$ cat config.mk
export PLATFORM = sky130hd
export DESIGN_NAME = led_shift_ctrl
export DESIGN_NICKNAME = d
export VERILOG_FILES = /design/src/rtl/lsc_pkg.sv /design/src/rtl/lsc_regs.sv /design/src/rtl/lsc_timer.sv /design/src/rtl/lsc_srcmux.sv /design/src/rtl/lsc_serializer.sv /design/src/rtl/led_shift_ctrl.sv
export SDC_FILE = /design/constraint.sdc
export NUM_CORES = 1
export LEC_CHECK = 0
export ABC_AREA = 1
export BUFFER_PORTS_ARGS = -buffer_cell sky130_fd_sc_hd__buf_2
export CAP_MARGIN = 10
export CORE_MARGIN = 2
export CORE_UTILIZATION = 44
export DETAILED_ROUTE_END_ITERATION = 16
export SLEW_MARGIN = 20
export SYNTH_ARGS = -nofsm -noshare
export SYNTH_HDL_FRONTEND = slang
export SYNTH_SLANG_ARGS = --single-unit
$ cat constraint.sdc
create_clock -name clk -period 2.2 [get_ports clk]
set_clock_uncertainty 0.15 [all_clocks]
set_input_delay 0.44 -clock clk [delete_from_list [all_inputs] [get_ports clk]]
set_output_delay 0.44 -clock clk [all_outputs]
set_load 0.03 [all_outputs]
$ cat src/rtl/lsc_pkg.sv
package lsc_pkg;
   localparam int MAX_GRP = 3;
   localparam int HW_BITS = 8;

   // word index = byte offset / 4
   localparam logic [2:0] W_CTL_A = 3'd0;
   localparam logic [2:0] W_CTL_B = 3'd1;
   localparam logic [2:0] W_DAT_A = 3'd2;
   localparam logic [2:0] W_DAT_B = 3'd3;
   localparam logic [2:0] W_ACC   = 3'd4;

   // field positions
   localparam int A_GO       = 31;
   localparam int A_PHYA_LSB = 27;
   localparam int A_EDGE     = 26;
   localparam int A_DSL_LSB  = 24;
   localparam int B_SRC_LSB  = 30;
   localparam int B_RATE_LSB = 23;
   localparam int B_PHYB_LSB = 15;

   localparam logic [1:0] SRC_BUSCLK = 2'b10;

   typedef struct packed {
      logic               edge_fall;
      logic [1:0]         dsl_own;
      logic [2:0]         phya_own;
      logic [2:0]         phyb_own;
      logic [MAX_GRP-1:0] grp_en;
      logic [1:0]         auto_src;
      logic [1:0]         rate;
   } lsc_cfg_t;

   typedef enum logic [1:0] {SER_IDLE, SER_SHIFT, SER_LATCH} ser_state_t;
endpackage

$ cat src/rtl/lsc_regs.sv
module lsc_regs
   import lsc_pkg::*;
#(
   parameter int IMG_W = 24
) (
   input  logic             clk,
   input  logic             rst_n,
   input  logic             bus_wr,
   input  logic [4:0]       bus_addr,
   input  logic [31:0]      bus_wdata,
   output logic [31:0]      bus_rdata,
   output lsc_cfg_t         cfg,
   output logic [IMG_W-1:0] image,
   output logic             go
);
   logic [2:0]  widx;
   logic        aligned;
   logic [31:0] datb_q, acc_q;

   assign widx    = bus_addr[4:2];
   assign aligned = (bus_addr[1:0] == 2'b00);
   assign go      = bus_wr && aligned && (widx == W_CTL_A) && bus_wdata[A_GO];

   always_ff @(posedge clk or negedge rst_n) begin
      if (!rst_n) begin
         cfg    <= '{edge_fall: 1'b1, grp_en: 3'b001, default: '0};
         image  <= '0;
         datb_q <= '0;
         acc_q  <= '0;
      end else if (bus_wr && aligned) begin
         case (widx)
            W_CTL_A: begin
               cfg.edge_fall <= bus_wdata[A_EDGE];
               cfg.dsl_own   <= bus_wdata[A_DSL_LSB +: 2];
               cfg.phya_own  <= bus_wdata[A_PHYA_LSB +: 3];
            end
            W_CTL_B: begin
               cfg.auto_src <= bus_wdata[B_SRC_LSB +: 2];
               cfg.rate     <= bus_wdata[B_RATE_LSB +: 2];
               cfg.phyb_own <= bus_wdata[B_PHYB_LSB +: 3];
               cfg.grp_en   <= bus_wdata[MAX_GRP-1:0];
            end
            W_DAT_A: image  <= bus_wdata[IMG_W-1:0];
            W_DAT_B: datb_q <= bus_wdata;
            W_ACC:   acc_q  <= bus_wdata;
            default: ;
         endcase
      end
   end

   always_comb begin
      bus_rdata = '0;
      if (aligned) begin
         case (widx)
            W_CTL_A: begin
               bus_rdata[A_EDGE]            = cfg.edge_fall;
               bus_rdata[A_DSL_LSB +: 2]    = cfg.dsl_own;
               bus_rdata[A_PHYA_LSB +: 3]   = cfg.phya_own;
            end
            W_CTL_B: begin
               bus_rdata[B_SRC_LSB +: 2]    = cfg.auto_src;
               bus_rdata[B_RATE_LSB +: 2]   = cfg.rate;
               bus_rdata[B_PHYB_LSB +: 3]   = cfg.phyb_own;
               bus_rdata[MAX_GRP-1:0]       = cfg.grp_en;
            end
            W_DAT_A: bus_rdata[IMG_W-1:0] = image;
            W_DAT_B: bus_rdata = datb_q;
            W_ACC:   bus_rdata = acc_q;
            default: bus_rdata = '0;
         endcase
      end
   end
endmodule

$ cat src/rtl/lsc_timer.sv
module lsc_timer #(
   parameter int TICK_DIV = 1250000
) (
   input  logic       clk,
   input  logic       rst_n,
   input  logic       en,
   input  logic [1:0] rate,
   output logic       tick
);
   localparam int unsigned LIM_MAX = TICK_DIV * 20;
   localparam int CW = $clog2(LIM_MAX + 1);
   localparam logic [CW-1:0] LIM_2HZ  = CW'(TICK_DIV * 20 - 1);
   localparam logic [CW-1:0] LIM_4HZ  = CW'(TICK_DIV * 10 - 1);
   localparam logic [CW-1:0] LIM_8HZ  = CW'(TICK_DIV * 5 - 1);
   localparam logic [CW-1:0] LIM_10HZ = CW'(TICK_DIV * 4 - 1);

   if (TICK_DIV < 1) begin : g_bad_div
      $error("lsc_timer: TICK_DIV must be at least 1");
   end

   logic [CW-1:0] cnt, lim;

   always_comb begin
      case (rate)
         2'd0:    lim = LIM_2HZ;
         2'd1:    lim = LIM_4HZ;
         2'd2:    lim = LIM_8HZ;
         default: lim = LIM_10HZ;
      endcase
   end

   always_ff @(posedge clk or negedge rst_n) begin
      if (!rst_n) begin
         cnt  <= '0;
         tick <= 1'b0;
      end else if (!en) begin
         cnt  <= '0;
         tick <= 1'b0;
      end else if (cnt >= lim) begin
         cnt  <= '0;
         tick <= 1'b1;
      end else begin
         cnt  <= cnt + 1'b1;
         tick <= 1'b0;
      end
   end
endmodule

$ cat src/rtl/lsc_srcmux.sv
module lsc_srcmux
   import lsc_pkg::*;
#(
   parameter int IMG_W = 24
) (
   input  logic [IMG_W-1:0]   cpu_img,
   input  logic [HW_BITS-1:0] hw_own,
   input  logic [HW_BITS-1:0] hw_val,
   output logic [IMG_W-1:0]   frame_img
);
   if (IMG_W < HW_BITS) begin : g_bad_w
      $error("lsc_srcmux: image narrower than the hardware-owned bits");
   end

   for (genvar i = 0; i < IMG_W; i++) begin : g_bit
      if (i < HW_BITS) begin : g_hw
         assign frame_img[i] = hw_own[i] ? hw_val[i] : cpu_img[i];
      end else begin : g_cpu
         assign frame_img[i] = cpu_img[i];
      end
   end
endmodule

$ cat src/rtl/lsc_serializer.sv
module lsc_serializer
   import lsc_pkg::*;
#(
   parameter int GRP_W    = 8,
   parameter int N_GRP    = 3,
   parameter int SCK_HALF = 4,
   parameter int NBW      = $clog2(GRP_W * N_GRP + 1)
) (
   input  logic                     clk,
   input  logic                     rst_n,
   input  logic                     req,
   input  logic                     edge_fall,
   input  logic [N_GRP-1:0]         grp_en,
   input  logic [GRP_W*N_GRP-1:0]   img,
   output logic                     sclk,
   output logic                     sdo,
   output logic                     store,
   output logic                     edge_lat,
   output logic [NBW-1:0]           nbits
);
   localparam int IMG_W = GRP_W * N_GRP;
   localparam int BW    = $clog2(IMG_W);
   localparam int HCW   = $clog2(2 * SCK_HALF) + 1;
   localparam logic [HCW-1:0] HALF_END  = HCW'(SCK_HALF - 1);
   localparam logic [HCW-1:0] LATCH_END = HCW'(2 * SCK_HALF - 1);

   if (SCK_HALF < 1) begin : g_bad_half
      $error("lsc_serializer: SCK_HALF must be at least 1");
   end

   ser_state_t       state;
   logic [IMG_W-1:0] sh;
   logic [BW-1:0]    bitidx;
   logic [HCW-1:0]   hcnt;
   logic             phase, pend;
   logic [NBW-1:0]   nb_c;

   // frame length from the highest enabled group
   always_comb begin
      nb_c = '0;
      for (int g = 0; g < N_GRP; g++) begin
         if (grp_en[g]) nb_c = NBW'((g + 1) * GRP_W);
      end
   end

   always_ff @(posedge clk or negedge rst_n) begin
      if (!rst_n) begin
         state    <= SER_IDLE;
         sh       <= '0;
         bitidx   <= '0;
         hcnt     <= '0;
         phase    <= 1'b0;
         pend     <= 1'b0;
         edge_lat <= 1'b1;
         nbits    <= '0;
      end else begin
         case (state)
            SER_IDLE: begin
               edge_lat <= edge_fall;
               pend     <= pend | req;
               if (pend) begin
                  pend <= req;
                  if (nb_c != '0) begin
                     sh     <= img;
                     bitidx <= BW'(nb_c - NBW'(1));
                     nbits  <= nb_c;
                     hcnt   <= '0;
                     phase  <= 1'b0;
                     state  <= SER_SHIFT;
                  end
               end
            end
            SER_SHIFT: begin
               pend <= pend | req;
               if (hcnt == HALF_END) begin
                  hcnt <= '0;
                  if (!phase) begin
                     phase <= 1'b1;
                  end else begin
                     phase <= 1'b0;
                     if (bitidx == '0) state <= SER_LATCH;
                     else              bitidx <= bitidx - 1'b1;
                  end
               end else begin
                  hcnt <= hcnt + 1'b1;
               end
            end
            default: begin
               pend <= pend | req;
               if (hcnt == LATCH_END) begin
                  hcnt  <= '0;
                  state <= SER_IDLE;
               end else begin
                  hcnt <= hcnt + 1'b1;
               end
            end
         endcase
      end
   end

   assign sclk  = edge_lat ^ ((state == SER_SHIFT) && phase);
   assign sdo   = (state == SER_SHIFT) ? sh[bitidx] : 1'b0;
   assign store = (state == SER_LATCH);
endmodule

$ cat src/rtl/led_shift_ctrl.sv
module led_shift_ctrl
   import lsc_pkg::*;
#(
   parameter int TICK_DIV = 1250000,
   parameter int SCK_HALF = 4,
   parameter int GRP_W    = 8,
   parameter int N_GRP    = 3
) (
   input  logic        clk,
   input  logic        rst_n,
   input  logic        bus_wr,
   input  logic [4:0]  bus_addr,
   input  logic [31:0] bus_wdata,
   output logic [31:0] bus_rdata,
   input  logic [1:0]  dsl_led_in,
   input  logic [2:0]  phya_led_in,
   input  logic [2:0]  phyb_led_in,
   output logic        sclk_o,
   output logic        sdo_o,
   output logic        store_o
);
   localparam int IMG_W = GRP_W * N_GRP;
   localparam int NBW   = $clog2(IMG_W + 1);

   if (N_GRP < 1 || N_GRP > MAX_GRP) begin : g_bad_grp
      $error("led_shift_ctrl: N_GRP out of range");
   end
   if (GRP_W < HW_BITS || IMG_W > 32) begin : g_bad_width
      $error("led_shift_ctrl: group width out of range");
   end

   lsc_cfg_t         cfg;
   logic [IMG_W-1:0] cpu_img, frame_img;
   logic             sw_go, tick, edge_lat;
   logic [NBW-1:0]   frame_bits;

   lsc_regs #(.IMG_W(IMG_W)) u_regs (
      .clk       (clk),
      .rst_n     (rst_n),
      .bus_wr    (bus_wr),
      .bus_addr  (bus_addr),
      .bus_wdata (bus_wdata),
      .bus_rdata (bus_rdata),
      .cfg       (cfg),
      .image     (cpu_img),
      .go        (sw_go)
   );

   lsc_timer #(.TICK_DIV(TICK_DIV)) u_timer (
      .clk   (clk),
      .rst_n (rst_n),
      .en    (cfg.auto_src == SRC_BUSCLK),
      .rate  (cfg.rate),
      .tick  (tick)
   );

   lsc_srcmux #(.IMG_W(IMG_W)) u_mux (
      .cpu_img   (cpu_img),
      .hw_own    ({cfg.phyb_own, cfg.phya_own, cfg.dsl_own}),
      .hw_val    ({phyb_led_in, phya_led_in, dsl_led_in}),
      .frame_img (frame_img)
   );

   lsc_serializer #(
      .GRP_W    (GRP_W),
      .N_GRP    (N_GRP),
      .SCK_HALF (SCK_HALF),
      .NBW      (NBW)
   ) u_ser (
      .clk       (clk),
      .rst_n     (rst_n),
      .req       (sw_go | tick),
      .edge_fall (cfg.edge_fall),
      .grp_en    (cfg.grp_en[N_GRP-1:0]),
      .img       (frame_img),
      .sclk      (sclk_o),
      .sdo       (sdo_o),
      .store     (store_o),
      .edge_lat  (edge_lat),
      .nbits     (frame_bits)
   );
endmodule

After elaboration in Yosys (flattened, before gate mapping)
Cells that the tools add are included.
Storage, ports and cells
  input port bits: 48
  word-level logic and storage cells: 120
  output and inout bits: 35
  bits in registers: 168
Cells by class
  equality and inequality tests: 17
  reductions and logical operators: 22
  bitwise operators: 3
  add/subtract/negate cells: 4
  order comparisons: 2
  muxes and demuxes: 53
Operator list (count)
  $pmux W25 S3: 1
  $mux W25: 2
  $pmux W12 S3: 1
  $mux W5: 7
  $mux W32: 1
  $pmux W5 S3: 2
  $add A25 B1 Y25 const B: 1
  $ge A25 B25 Y1: 1
  $pmux W3 S4: 2
  $mux W4: 5
  $mux W1: 18
  $mux W2: 6
  $reduce_and A2 Y1: 6
  $reduce_and A6 Y1: 2
  $ne A2 B1 Y1 const B: 5
  $pmux W5 S2: 1
  $sub A5 B1 Y5 const B: 2
  $pmux W1 S4: 2
  $pmux W4 S2: 1
  $eq A2 B2 Y1 const B: 3
  $eq A3 B2 Y1 const B: 2
  $logic_not A2 Y1: 3
  $lt A5 B6 Y1 const B: 1
  $pmux W2 S3: 1
  other kinds (20): 25

Longest topological paths before layout
Gate-level depths: netlist of run 1.
  word-level depth: 8
  mapped depth: 12
  depth with buffers taken out: 12

Hierarchy
A second synthesis of run 1 with hierarchy kept.
Unflattened totals
  cells, all modules: 1284
  area, all modules: 9628.0 sq um
By module, submodules not included
  lsc_regs: seq. area each 2605.0 sq um, area each 5205.0 sq um, times used 1, cells each 640
  lsc_timer: seq. area each 650.6 sq um, area each 2098.3 sq um, times used 1, cells each 318
  lsc_serializer: seq. area each 1002.2 sq um, area each 2063.2 sq um, times used 1, cells each 273
  lsc_srcmux: seq. area each 0.0 sq um, area each 240.2 sq um, times used 1, cells each 48
  led_shift_ctrl: seq. area each 0.0 sq um, area each 21.3 sq um, times used 1, cells each 5

Worst setup path after synthesis of run 1
Ideal clock, no wire load.
  path kind: input port to output port
  start: in bus_addr[2]
  end: out bus_rdata[0]
  setup slack: 2 ps
  buffers on the path: 1
  stages on the path: 6
  arrival: 1608 ps
  required time: 1610 ps
  path through: inv_1 -> nand2_2 -> nor2_4 -> buf_4 -> nand2_1 -> a41oi_1
On the way
  cells in the longest elaborated chain, start to end: 3
  elaborated cells on any way between the ends: 6
  classes of those cells: eq/ne: 4; mux: 2
Ends and longest elaborated chain
  start, declared: line led_shift_ctrl.sv:12  | input logic [4:0] bus_addr,
  $eq A3 B3 Y1, or another cell as far along: line lsc_regs.sv:54  | case (widx)
  $pmux W3 S4 (*): line lsc_regs.sv:54
  $mux W32 (*): line lsc_regs.sv:53  | if (aligned) begin
  end, declared: line led_shift_ctrl.sv:14  | output logic [31:0] bus_rdata,
Mark *: on every way between the ends. The rest lies on a longest branch, timed or not.

Worst setup path in the final report of run 1
  start: reg u_ser.bitidx[0]
  end: out sdo_o
On the way
  cells in the longest elaborated chain, start to end: 3
Ends and longest elaborated chain
  start, declared: line lsc_serializer.sv:33  | logic [BW-1:0] bitidx;
  start signal, assigned: line lsc_serializer.sv:65  | bitidx <= BW'(nb_c - NBW'(1));
  start signal, assigned: line lsc_serializer.sv:82  | else bitidx <= bitidx - 1'b1;
  $bmux W1 S5: line lsc_serializer.sv:102  | assign sdo = (state == SER_SHIFT) ? sh[bitidx] : 1'b0;
  $mux W1 (not written as such): line lsc_serializer.sv:102
  $mux W1: line lsc_serializer.sv:102
  end, declared: line led_shift_ctrl.sv:19  | output logic sdo_o,
Every way passes these cells. The select of a mux whose other input is x is not followed.

==> results of run 1 <==
-- flip-flops by register name, summed over array words and instances (netlist names), 2 cells and up --
signal,cells
u_ser.bitidx,5
u_timer.cnt,25
u_ser.hcnt,4
u_ser.state,2
u_regs.cfg,16
u_regs.image,24
u_regs.acc_q,32
u_ser.sh,24
u_regs.datb_q,32
-- layer usage --
metal	global-route usage (%)	vias to the layer above	routed length (um)
met4	5.37	0	299
met2	33.5	171	9710
met1	33.4	3499	11100
met5	0	-	0
li1	-	3768	-
met3	3.77	24	910
-- cells in the final DEF, fill, tap and decap left out, drive strengths merged, types with 2 or more instances in the layout --
cell type and n:
inv 132, a221oi 13, or2 6, xor2 2, a21oi 12, o21ai 150, o211ai 6, nor2 109
buf 128, clkbuf 21, o21bai 4, nand3 62, ha 24, nand4 4, nor3b 2, nand2 345
clkinv 7, a41oi 8, a31oi 6, dfstp 3, xnor2 2, nor3 8, dfrtp 165
-- how the worst max path moves through the flow --
stage | startpoint | to | slack (ps) | cells past startpoint
6_report | u_ser.bitidx[0] | sdo_o | -220 | 10
5_1_grt | u_ser.bitidx[0] | sdo_o | -320 | 11
4_1_cts | u_ser.bitidx[0] | sdo_o | -190 | 10
3_5_place_dp | u_regs.cfg[0] | u_timer.tick | -60 | 13
3_3_place_gp | bus_addr[2] | bus_rdata[24] | -30 | 8
2_1_floorplan | bus_addr[2] | bus_rdata[0] | 2 | 6
-- cell families after synthesis --
logic type | synth area share (%)
AO/OA/AOI/OAI | 13.0
XOR/XNOR | 0.407
buffers and inverters | 8.06
AND/OR/NAND/NOR | 26.2
adder cells (fa/ha/maj) | 3.49
flip-flops | 48.9
-- metrics by stage --
step	std cells	total power, mW
final	1489	8.87
after global routing	1489	9.38
after CTS	1486	8.82
after detailed placement	1449	5.71
after global placement	1449	5.67
after floorplan	1100	5.10
-- power groups by stage --
| stage | clock, mW | sequential [mW] | combinational [mW] |
|---|---|---|---|
| 6_report | 3.06 | 4.00 | 1.81 |
| 3_3_place_gp | 0 | 4.02 | 1.64 |
| 4_1_cts | 3.11 | 3.97 | 1.73 |
| 3_5_place_dp | 0 | 4.02 | 1.68 |
| 2_1_floorplan | 0 | 3.91 | 1.18 |
| 5_1_grt | 3.24 | 4.06 | 2.08 |
-- area by class of cell --
type / count / area, um^2
Timing Repair Buffer: 133 / 1060
Sequential cell: 168 / 4210
Clock buffer: 17 / 425
Fill cell: 1807 / 8600
Inverter: 125 / 477
Multi-Input combinational cell: 766 / 4060
Clock inverter: 15 / 180
Tap cell: 265 / 332
-- repair_timing --
item | in CTS | in global routing
resized for setup | 15 | 113
setup endpoints to repair | 34 | 45
endpoints found under the hold margin | 28 | 0
setup buffers | 4 | 1
pin swaps | 1 | 22
gates cloned | 0 | 2
hold buffers | 1 | 0
-- worst min-delay path, cell delays in order --
cell,delay [ps]
buf_2,100
inv_1,70
o21ai_1,70
==> results.cfg, run 1 <==
[run_status]
run_status = complete, but fails checks
violations = setup timing

[floorplan]
dieHeight_um = 144
rows = 51
core_area_mm2 = 0.0193
initial_utilization_pct = 44.5
die_w_um = 144
ios = 83
die_area_mm2 = 0.0207

[worst_setup_path]
path_cells = buf_12 > nor2_2 > nor2_1 > o21ai_0 > nand3_1 > nand3_2 > nand3_2 > nand2_2 > inv_2 > buf_6
endpoint_kind = output pin
ff2ff_setup_slack_ps = -30
crit_family = simple AND/OR/NAND/NOR gates
worstSetupPathType = reg -> out
required_ps = 1610
cp.arrival_ps = 1830
crit_slowest_cell = dfrtp_2
path_buf_inv = 3
cpPeakStageDelay_ps = 480
worst_r2r_path_depth = 13
crit_path_start_kind = register
regToRegStartpoint = u_regs.cfg[1]
crit_fanout = 8
cp_common_cell = nand3_2
reg2reg_to = u_timer.tick

[global_routing]
grt_overflow = 0
grt_pass1_vias = 7019
grt_usage_pct = 22.3
antenna_found_initial = 0
grt_max_degree = 49
grt_pass1_wl_um = 36200

[min_path]
whs_endpoint = u_regs.acc_q[12]
min_path_cells = 3
hold_start = bus_wdata[12]
holdCritPathClass = in -> reg

[routing]
wl_per_cell_um = 14.8
vias = 7462
drc = 0
wl_um = 22100
drt_iter0_drc = 506
drt.antenna.violating_nets = 0
viasPerCell = 5.01
first_pass_iters = 5

[logic_synthesis]
synth_edf_count = 0
syn_area_per_cell_um2 = 7.82
yosys_most_used_dff = dfrtp_1
yosysUniqueCellTypes = 37
yosys-top-cells-count = 337 x nand2_1, 165 x dfrtp_1, 109 x inv_1
synth-async-reset-ratio_pct = 100
yosys.area.top_type_share_pct = 48.0
syn-num-nets = 1172
synth_seq_cells = 168
yosysWarningCount = 0
synth_top_cell_by_area = dfrtp_1
synth_cells = 1100
yosysMostFrequentCell = nand2_1
synth.area.top_cells = dfrtp_1 48%, nand2_1 15%, o21ai_1 4.9%
ys_seq_area_share_pct = 48.9
syn_area_mm2 = 0.00860

[placement]
pre_cts_ws_ps = -64.2
gp_congestion = 0.838
place_area_mm2 = 0.00960
dp_hpwl_um = 15500
io_buffer_count = 82

[cts]
cts_buffer_depth = 2
root_buffer = clkbuf_16
htreeDepth = 4
worst_skew_pair.late_latency_ps = 440
numClockSinks = 168
clk_transition_reported_paths_ps = 80
cts-buffers-inserted = 17
cts_tree = yes

[power_and_ir_drop]
powerDensity_mw_per_mm2 = 826
p_int_mw = 5.88
pwr-share-comb_pct = 20.5
ir_drop_v = 0.000548
pwr-share-seq_pct = 45.1
clkPwrFrac_pct = 34.5
p_sw_mw = 2.99
p_sw_share_pct = 33.7
leakagePower_nw = 5.18

[cells_and_area]
nNetsFinal = 1283
final_area_mm2 = 0.0107
drive_gt1_share_pct = 23.0
synthToLayoutAreaGrowth_pct = 24.8
antenna_cells = 0
final_util_pct = 55.5

[sta]
finalHoldViolCount = 0
setup_ws_ps = -218
setup_viol = 2
slew_violations = 0
slew_headroom_pct = 72.5
rsz0062_at_grt = true
fmax_mhz = 414
fin_crit_sh_pct = 110
tns_ps = -248
finalCriticalPeriod_ps = 2420
timing.hold.ws_ps = 127
tightest_slew_ps = 411

[job]
cap_violations = 0
Note: power is estimated with default switching activity, not from simulation.
==> inputs of run 2 (changes only) <==
- CAP_MARGIN: 10 -> unset
- RECOVER_POWER: unset -> 25
- SKIP_LAST_GASP: unset -> 1
==> results.cfg, run 2 (synthesized netlist as in run 1, its figures left out) <==
[routing]
viasPerCell = 5.01
vias = 7464
wl_per_cell_um = 14.9
drt.antenna.violating_nets = 0
drt_iter0_drc = 522
first_pass_iters = 5
wl_um = 22100
drc = 0

[sta]
finalHoldViolCount = 0
setup_ws_ps = -217
rsz0062_at_grt = true
tightest_slew_ps = 955
fin_crit_sh_pct = 110
slew_violations = 0
fmax_mhz = 414
slew_headroom_pct = 36.3
finalCriticalPeriod_ps = 2420
timing.hold.ws_ps = 128
setup_viol = 10

[power_and_ir_drop]
leakagePower_nw = 5.16
powerDensity_mw_per_mm2 = 829
ir_drop_v = 0.000548

[floorplan]
rows = 51
ios = 83
die_area_mm2 = 0.0207
core_area_mm2 = 0.0193
initial_utilization_pct = 44.5
die_w_um = 144
dieHeight_um = 144

[worst_setup_path]
critical_path.startpoint = u_ser.bitidx[0]
regToRegStartpoint = u_regs.cfg[1]
worst_r2r_path_depth = 13
endpoint_kind = output pin
path_cells = buf_12 > o211ai_1 > nand3_1 > nand3_2 > nand3_2 > nand2_2 > inv_2 > buf_6
endpoint = sdo_o
crit_family = flip-flops
cp.arrival_ps = 1830
cp_common_cell = nand3_2
crit_cells = 8
cpPeakStageDelay_ps = 480
ff2ff_setup_slack_ps = -30
path_buf_inv = 3
crit_slowest_cell = dfrtp_2
crit_path_start_kind = register
crit_fanout = 8
reg2reg_to = u_timer.tick
worstSetupPathType = reg -> out
required_ps = 1610

[cells_and_area]
final_cell_mix = 331 x nand2_1, 164 x dfrtp_1, 103 x inv_1
largestRegisters = u_regs.acc_q (32), u_regs.datb_q (32), u_timer.cnt (25)
drive_gt1_share_pct = 23.0
nNetsFinal = 1283
layout_commonest_cell = nand2_1
synthToLayoutAreaGrowth_pct = 24.4
fill_cells = 1823
antenna_cells = 0

[global_routing]
antenna_found_initial = 0
grt_usage_pct = 22.3
grt_pass1_vias = 7019
grt_overflow = 0
grt_max_degree = 49
grt_pass1_wl_um = 36200

[run_status]
run_status = complete, but fails checks
violations = setup timing

[job]
cap_violations = 0

[placement]
dp_hpwl_um = 15500
io_buffer_count = 82
gp_congestion = 0.838
pre_cts_ws_ps = -64.2

[min_path]
holdCritPathClass = in -> reg

[cts]
numClockSinks = 168
clk_transition_reported_paths_ps = 80
cts-buffers-inserted = 17
root_buffer = clkbuf_16
htreeDepth = 4
cts_buffer_depth = 2
cts_tree = yes
worst_skew_pair.late_latency_ps = 440
-- run 2: worst min-delay path: stages --
cell,delay [ps]
buf_2,100
inv_1,70
o21ai_1,70
-- run 2: per-stage QoR --
| stage | util, % | std cells | instance area, um^2 | setup TNS (ps) | power (mW) |
|---|---|---|---|---|---|
| global route | 55.4 | 1489 | 10700 | -4960 | 9.38 |
| CTS | 53.2 | 1486 | 10300 | -196 | 8.82 |
| finish | 55.4 | 1489 | 10700 | -264 | 8.87 |
| floorplan | - | 1100 | 8600 | 0 | 5.10 |
| detailed placement | 49.7 | 1449 | 9600 | -785 | 5.71 |
| global placement | 49.7 | 1449 | 9600 | -144 | 5.67 |
-- run 2: cell type report --
type	instances	area, um^2	area share (%)
clock inverter	15	180	1.68
multi-input combinational	766	4080	38.1
clock buffer	17	425	3.97
inverter	125	477	4.45
tap	265	332	3.10
sequential	168	4210	39.3
timing repair buffer	133	1000	9.36
-- run 2: worst min-delay path by stage --
| stage | start | cells past startpoint | end |
|---|---|---|---|
| global placement | rst_n | 1 | u_timer.cnt[17] |
| floorplan | rst_n | 0 | u_regs.acc_q[0] |
| global route | bus_wdata[12] | 3 | u_regs.datb_q[12] |
| finish | bus_wdata[12] | 3 | u_regs.acc_q[12] |
| detailed placement | rst_n | 1 | u_timer.cnt[12] |
| CTS | bus_wdata[12] | 3 | u_regs.acc_q[12] |
-- run 2: where the power goes --
part / leakage, nW / internal (mW) / switching, mW / total [mW]
Clock: 0.292 / 1.54 / 1.52 / 3.06
Combinational: 2.69 / 0.712 / 1.11 / 1.82
Sequential: 2.17 / 3.62 / 0.378 / 4.00
-- run 2: what timing repair did --
item / in CTS / in global routing
cloned: 0 / 2
gates resized for setup: 14 / 118
endpoints found under the setup margin: 34 / 45
endpoints found under the hold margin: 28 / 0
setup buffers: 4 / 1
pin swaps: 1 / 26
hold buffers: 1 / 0
-- run 2: metal layers --
| metal | routed length [um] | vias up | GRT usage (%) | share of wire (%) |
|---|---|---|---|---|
| li1 | - | 3773 | - | - |
| met3 | 830 | 20 | 3.77 | 3.8 |
| met4 | 269 | 0 | 5.37 | 1.2 |
| met1 | 11300 | 3527 | 33.4 | 51 |
| met2 | 9770 | 144 | 33.5 | 44 |
| met5 | 0 | - | 0 | 0 |
